--- src/rtl/flow_guard_pkg.sv ---
`timescale 1ns/1ps
package flow_guard_pkg;
    localparam int CAUSE_W   = 4;
    localparam int CB_UNDER  = 0;
    localparam int CB_OVER   = 1;
    localparam int CB_STALL  = 2;
    localparam int CB_TYPE   = 3;
    typedef logic [CAUSE_W-1:0] cause_t;
endpackage

--- src/rtl/fg_balance.sv ---
`timescale 1ns/1ps
// Outstanding-item counter between predictor and reactor strobes.
module fg_balance #(
    parameter int SLACK = 8,
    parameter int LVL_W = $clog2(SLACK + 1)
) (
    input  logic             clk,
    input  logic             rst_n,
    input  logic             inc,
    input  logic             dec,
    input  logic             hold,
    input  logic             clr,
    output logic [LVL_W-1:0] level,
    output logic             under,
    output logic             over
);
    localparam logic [LVL_W-1:0] LIMIT = LVL_W'(SLACK);

    typedef struct packed {
        logic [LVL_W-1:0] level;
    } bal_t;

    bal_t st_d, st_q;

    always_comb begin
        st_d  = st_q;
        under = dec && !inc && (st_q.level == '0);
        over  = inc && !dec && (st_q.level == LIMIT);
        if (clr) begin
            st_d.level = '0;
        end else if (!hold) begin
            if (inc && !dec) begin
                st_d.level = st_q.level + 1'b1;
            end else if (dec && !inc) begin
                st_d.level = st_q.level - 1'b1;
            end
        end
    end

    always_ff @(posedge clk) begin
        if (!rst_n) begin
            st_q <= '0;
        end else begin
            st_q <= st_d;
        end
    end

    assign level = st_q.level;
endmodule

--- src/rtl/fg_stall_timer.sv ---
`timescale 1ns/1ps
// Counts consecutive cycles with items outstanding and no reactor output.
module fg_stall_timer #(
    parameter int TIMEOUT = 64,
    parameter int TMR_W   = $clog2(TIMEOUT + 1)
) (
    input  logic clk,
    input  logic rst_n,
    input  logic pending,
    input  logic drain,
    input  logic hold,
    input  logic clr,
    output logic expired
);
    localparam logic [TMR_W-1:0] LAST = TMR_W'(TIMEOUT - 1);

    typedef struct packed {
        logic [TMR_W-1:0] idle;
    } tmr_t;

    tmr_t st_d, st_q;
    logic stall;

    always_comb begin
        st_d    = st_q;
        stall   = pending && !drain;
        expired = stall && (st_q.idle == LAST);
        if (clr) begin
            st_d.idle = '0;
        end else if (!hold) begin
            st_d.idle = stall ? st_q.idle + 1'b1 : '0;
        end
    end

    always_ff @(posedge clk) begin
        if (!rst_n) begin
            st_q <= '0;
        end else begin
            st_q <= st_d;
        end
    end
endmodule

--- src/rtl/fg_type_screen.sv ---
`timescale 1ns/1ps
// Optional check of output type codes against a permitted-type mask.
module fg_type_screen #(
    parameter int                        TYPE_W    = 3,
    parameter int                        NTYPES    = 1 << TYPE_W,
    parameter bit                        CHECK     = 1'b1,
    parameter logic [NTYPES-1:0]         MASK_INIT = '1
) (
    input  logic              clk,
    input  logic              rst_n,
    input  logic              strobe,
    input  logic [TYPE_W-1:0] type_code,
    input  logic              mask_we,
    input  logic [NTYPES-1:0] mask_in,
    output logic              reject
);
    generate
        if (CHECK) begin : g_screen
            typedef struct packed {
                logic [NTYPES-1:0] mask;
            } scr_t;

            scr_t st_d, st_q;

            always_comb begin
                st_d   = st_q;
                reject = strobe && !st_q.mask[type_code];
                if (mask_we) begin
                    st_d.mask = mask_in;
                end
            end

            always_ff @(posedge clk) begin
                if (!rst_n) begin
                    st_q.mask <= MASK_INIT;
                end else begin
                    st_q <= st_d;
                end
            end
        end else begin : g_bypass
            logic unused_inputs;
            assign unused_inputs = ^{clk, rst_n, strobe, type_code, mask_we, mask_in};
            assign reject        = 1'b0;
        end
    endgenerate
endmodule

--- src/rtl/flow_guard.sv ---
`timescale 1ns/1ps
// Runtime invariant monitor: predictor strobes in must equal reactor strobes out.
module flow_guard
    import flow_guard_pkg::*;
#(
    parameter int                          SLACK          = 8,
    parameter int                          TIMEOUT        = 64,
    parameter int                          TYPE_W         = 3,
    parameter int                          DATA_W         = 16,
    parameter bit                          CHECK_TYPES    = 1'b1,
    parameter logic [(1 << TYPE_W)-1:0]    TYPE_MASK_INIT = '1,
    localparam int                         NTYPES         = 1 << TYPE_W,
    localparam int                         LVL_W          = $clog2(SLACK + 1),
    localparam int                         TMR_W          = $clog2(TIMEOUT + 1)
) (
    input  logic              clk,
    input  logic              rst_n,
    input  logic              pred_evt,
    input  logic              react_evt,
    input  logic [DATA_W-1:0] react_data,
    input  logic              type_mask_we,
    input  logic [NTYPES-1:0] type_mask_in,
    input  logic              alarm_clr,
    output logic              alarm,
    output logic              shutdown_req,
    output logic [CAUSE_W-1:0] log_cause,
    output logic [DATA_W-1:0] log_data,
    output logic [LVL_W-1:0]  log_level
);
    typedef struct packed {
        logic              alarm;
        logic              shut;
        cause_t            cause;
        logic [DATA_W-1:0] data;
        logic [LVL_W-1:0]  level;
    } guard_t;

    guard_t st_d, st_q;

    logic [LVL_W-1:0] level_w;
    logic             under_w;
    logic             over_w;
    logic             expired_w;
    logic             reject_w;
    cause_t           viol_w;
    logic             bal_hold;

    always_comb begin
        viol_w           = '0;
        viol_w[CB_UNDER] = under_w;
        viol_w[CB_OVER]  = over_w;
        viol_w[CB_STALL] = expired_w;
        viol_w[CB_TYPE]  = reject_w;
    end

    assign bal_hold = st_q.alarm || (viol_w != '0);

    fg_balance #(
        .SLACK (SLACK),
        .LVL_W (LVL_W)
    ) u_balance (
        .clk   (clk),
        .rst_n (rst_n),
        .inc   (pred_evt),
        .dec   (react_evt),
        .hold  (bal_hold),
        .clr   (alarm_clr),
        .level (level_w),
        .under (under_w),
        .over  (over_w)
    );

    fg_stall_timer #(
        .TIMEOUT (TIMEOUT),
        .TMR_W   (TMR_W)
    ) u_stall (
        .clk     (clk),
        .rst_n   (rst_n),
        .pending (level_w != '0),
        .drain   (react_evt),
        .hold    (st_q.alarm),
        .clr     (alarm_clr),
        .expired (expired_w)
    );

    fg_type_screen #(
        .TYPE_W    (TYPE_W),
        .NTYPES    (NTYPES),
        .CHECK     (CHECK_TYPES),
        .MASK_INIT (TYPE_MASK_INIT)
    ) u_screen (
        .clk       (clk),
        .rst_n     (rst_n),
        .strobe    (react_evt),
        .type_code (react_data[TYPE_W-1:0]),
        .mask_we   (type_mask_we),
        .mask_in   (type_mask_in),
        .reject    (reject_w)
    );

    always_comb begin
        st_d      = st_q;
        st_d.shut = 1'b0;
        if (alarm_clr) begin
            st_d = '0;
        end else if (!st_q.alarm && (viol_w != '0)) begin
            st_d.alarm = 1'b1;
            st_d.shut  = 1'b1;
            st_d.cause = viol_w;
            st_d.data  = react_data;
            st_d.level = level_w;
        end
    end

    always_ff @(posedge clk) begin
        if (!rst_n) begin
            st_q <= '0;
        end else begin
            st_q <= st_d;
        end
    end

    assign alarm        = st_q.alarm;
    assign shutdown_req = st_q.shut;
    assign log_cause    = st_q.cause;
    assign log_data     = st_q.data;
    assign log_level    = st_q.level;
endmodule

--- config.mk ---
export PLATFORM = sky130hd
export DESIGN_NAME = flow_guard
export DESIGN_NICKNAME = d
export VERILOG_FILES = /design/src/rtl/flow_guard_pkg.sv /design/src/rtl/fg_balance.sv /design/src/rtl/fg_stall_timer.sv /design/src/rtl/fg_type_screen.sv /design/src/rtl/flow_guard.sv
export SDC_FILE = /design/constraint.sdc
export NUM_CORES = 1
export LEC_CHECK = 0
export CAP_MARGIN = 20
export CORE_ASPECT_RATIO = 1.25
export CORE_MARGIN = 2
export CORE_UTILIZATION = 35
export DETAILED_ROUTE_END_ITERATION = 8
export GPL_TIMING_DRIVEN = 0
export PLACE_DENSITY = 0.61
export SETUP_SLACK_MARGIN = 0.05
export SYNTH_ARGS = -nofsm -noshare
export SYNTH_HDL_FRONTEND = slang
export SYNTH_HIERARCHICAL = 1
export SYNTH_SLANG_ARGS = --single-unit
--- constraint.sdc ---
create_clock -name clk -period 7.73 [get_ports clk]
set_clock_uncertainty 0.05 [all_clocks]
set_input_delay 1.546 -clock clk [delete_from_list [all_inputs] [get_ports clk]]
set_output_delay 1.546 -clock clk [all_outputs]
set_load 0.02 [all_outputs]
==> results of run 1 <==
[metal layers]
layer / part of all wire / GRT usage / vias up
met5: 0 / 0 / -
met4: 0.015 / 0.05606 / 0
met3: 0.032 / 0.02790 / 4
met2: 0.49 / 0.2411 / 33
met1: 0.46 / 0.2000 / 789
li1: - / - / 891
[report_power, final]
| group | internal [W] | switching, W | total, W |
|---|---|---|---|
| combinational | 0.0000507 | 0.0000502 | 0.000101 |
| clock | 0.0000642 | 0.0000843 | 0.000149 |
| sequential | 0.000240 | 0.00000711 | 0.000248 |
[worst register-to-register path, delay by kind of cell (launching register included)]
| kind | cells | cell delay, ns |
|---|---|---|
| multiplexers | 4 | 1.05 |
| flip-flops | 1 | 0.34 |
| AND/OR/NAND/NOR | 5 | 1.37 |
[flip-flops by register name, indices dropped and copies added (netlist names)]
| name | count |
|---|---|
| log_cause | 4 |
| log_level | 4 |
| u_stall/st_q | 7 |
| u_balance/level | 4 |
| shutdown_req | 1 |
| u_screen/g_screen.st_q | 8 |
| alarm | 1 |
| log_data | 16 |
[area by class of cell]
type / count / area (um2) / area share
multi-input combinational: 154 / 1106 / 0.3913
timing repair buffer: 54 / 540.5 / 0.1912
tap: 66 / 82.58 / 0.02922
sequential: 45 / 900.9 / 0.3187
clock buffer: 5 / 68.82 / 0.02435
inverter: 4 / 15.01 / 0.005312
buffer: 15 / 91.34 / 0.03232
clock inverter: 3 / 21.27 / 0.007525
[per-stage QoR]
stage               setup slack (ns)   power, W  cell area [um2]
floorplan                      3.751  0.0003166             2113
global placement               2.853  0.0003545             2736
detailed placement             2.897  0.0003550             2736
CTS                            3.207  0.0005065             2826
global route                   3.040  0.0005251             2826
finish                         3.229  0.0004970             2826
[cells in the final DEF (no fill, tap or decap), drive strengths merged]
master / instances
clkdlybuf4s50: 54
dfxtp: 45
a21oi: 29
o21ai: 29
nand3b: 20
mux2i: 14
nand2: 13
clkbuf: 12
nor2: 9
nand2b: 8
buf: 8
ha: 5
inv: 5
nor2b: 3
xor2: 3
or3: 3
nor3: 2
and3: 2
xnor2: 2
or4: 2
nor4: 1
clkinvlp: 1
clkinv: 1
a21o: 1
mux2: 1
a211oi: 1
fa: 1
mux4: 1
and2: 1
nand4: 1
nor4bb: 1
nand4b: 1
[cell families (layout without fill, tap and decap cells)]
| group | count (synthesis) | after routing |
|---|---|---|
| and+or+nand+nor | 67 | 67 |
| AOI/OAI and AO/OA | 60 | 60 |
| DFF | 45 | 45 |
| buffers and inverters | 19 | 81 |
| muxes | 16 | 16 |
| adders and majority gates | 6 | 6 |
| xor gates and xnor gates | 5 | 5 |
[path summary, 6_finish.rpt]
check	start	end	slack, ns	depth (start not counted)
hold / removal	log_data[13]	log_data[13]	0.42	2
hold reg to reg	log_data[13]	log_data[13]	0.42	2
setup reg to reg	u_screen/g_screen.st_q[2]	u_balance/level[3]	4.83	9
setup / recovery	react_data[2]	u_balance/level[3]	3.23	11
==> flow_metrics.tcl, run 1 <==
set metrics [dict create \
    drive_gt1_frac 0.1464 \
    finalHoldViolCount 0 \
    numCtsBuffers 5 \
    ios 56 \
    dp_hpwl_um 3485 \
    synthesis.nets 254 \
    post-route-period-util 0.5823 \
    muxShareOfSynthArea 0.08230 \
    netlist_area_mm2 0.002113 \
    dr.first_iter.drc_count 49 \
    setup_viol 0 \
    htree_levels 2 \
    finalMaxSlewViolations 0 \
    synth.distinct_cells 37 \
    netlist_instances 218 \
    cellPowerDensity_mw_per_mm2 175.8 \
    dp_cells 338 \
    crit_chain "clkdlybuf4s50_1, clkbuf_2, mux2i_1, mux4_2, and2_1, nor4_4, nand2b_1, nor2_1, nand2_1, mux2i_1, mux2_1" \
    final_cells 346 \
    cp.buffers_inverters 2 \
    die_y_um 90.88 \
    postSynthAreaPerCell_um2 9.694 \
    grt.total_usage 0.1513 \
    p_leak_nw 1.003 \
    yosysWarningCount 6 \
    status "complete, no violations" \
    postRouteAntennaNets 0 \
    worst_slew_pin_slew_ns 0.8054 \
    hold_buffers 0 \
    hold_path_class "flip-flop to flip-flop" \
    gp_congestion 0.7303 \
    fin_nets 315 \
    grt_pass1_vias 1676 \
    firstDrtPassIters 4 \
    synth_compound_area_frac 0.1818 \
    async_flop_share 0 \
    synth_fa_ha_area_frac 0.03908 \
    holdWs_ns 0.4171 \
    grt_pass1_wl_um 7969 \
    tritoncts "yes" \
    synth-edff-count 0 \
    fmax_mhz 222.2 \
    worst_path_most_repeated_cell "mux2i_1" \
    yosys.area.top_type "dfxtp_1" \
    postRouteWirelength_um 4649 \
    synth_top_flop_cell "dfxtp_1" \
    antenna_cells 0 \
    via_count 1717 \
    synthTopCellsByCount "45 x dfxtp_1, 20 x nand3b_1, 18 x a21oi_1" \
    period_needed_ns 4.501 \
    clock_latency_ns 0.30 \
    setup_tns_ns 0 \
    port_buffers 54 \
    grt_setup_unrepaired "false" \
    ys_seq_area_frac 0.4263 \
    antenna_found_initial 0 \
    fill_cells 575 \
    cp-end-kind "flip-flop" \
    yosys.area_share.simple 0.1995 \
    die_x_um 73.50 \
    cp_top_family "simple AND/OR/NAND/NOR gates" \
    grt_remaining_overflow 0 \
    cap_violations 0 \
    dieArea_mm2 0.006679 \
    clock-root-buffer "clkbuf_8" \
    slowest_delay_ns 0.53 \
    areaGrowthSynthToFinish_pct 33.75 \
    peakVddDrop_mv 0.1028 \
    critPathLaunchType "input port" \
    cts.repair.resized 0 \
    worstPathRequired_ns 7.87 \
    clk_pin_slew_ns 0.09 \
    post-route-util 0.4858 \
    max-clock-path-buffers 2 \
    path_class "input port to flip-flop" \
    synth_area_leaders "dfxtp_1 43%, nand3b_1 7.1%, mux2i_1 6.6%" \
    crit_fanout 8 \
    post-cts-setup-buffers 0 \
    max_slew_margin 0.4558 \
    synth_top_area_frac 0.4263 \
    slowest_stage "nor4_4" \
    start_util 0.3632 \
    cts.sinks 45 \
    synth-xor-area-share 0.02072 \
    grt_max_degree 16 \
    synth_seq_cells 45 \
    drc_errors 0 \
    routedWlPerCell_um 13.44 \
    yosysMostFrequentCell "dfxtp_1" \
    coreArea_mm2 0.005818 \
    vias_per_cell 4.962 \
    std_cell_rows 31 \
    synth_top_family_by_area "simple AND/OR/NAND/NOR gates" \
    arrival_ns 4.64 \
]
No activity file was read; power rests on OpenSTA's default activity.
==> run 2, diff against run 1 <==
Clock period 7.73 ns to 4.7 ns, I/O delays scaled along.
==> results of run 2 <==
Same layout as run 1 (identical final DEF). Status: complete, no violations.
Main changes from that run: setup slack after placement 2.897 ns -> 0.4729 ns; setup slack after layout 3.229 ns -> 0.8050 ns; register-to-register setup slack 4.83 ns -> 1.80 ns; total power 0.0004970 W -> 0.0008173 W; worst IR drop on VDD 0.1028 mV -> 0.1691 mV
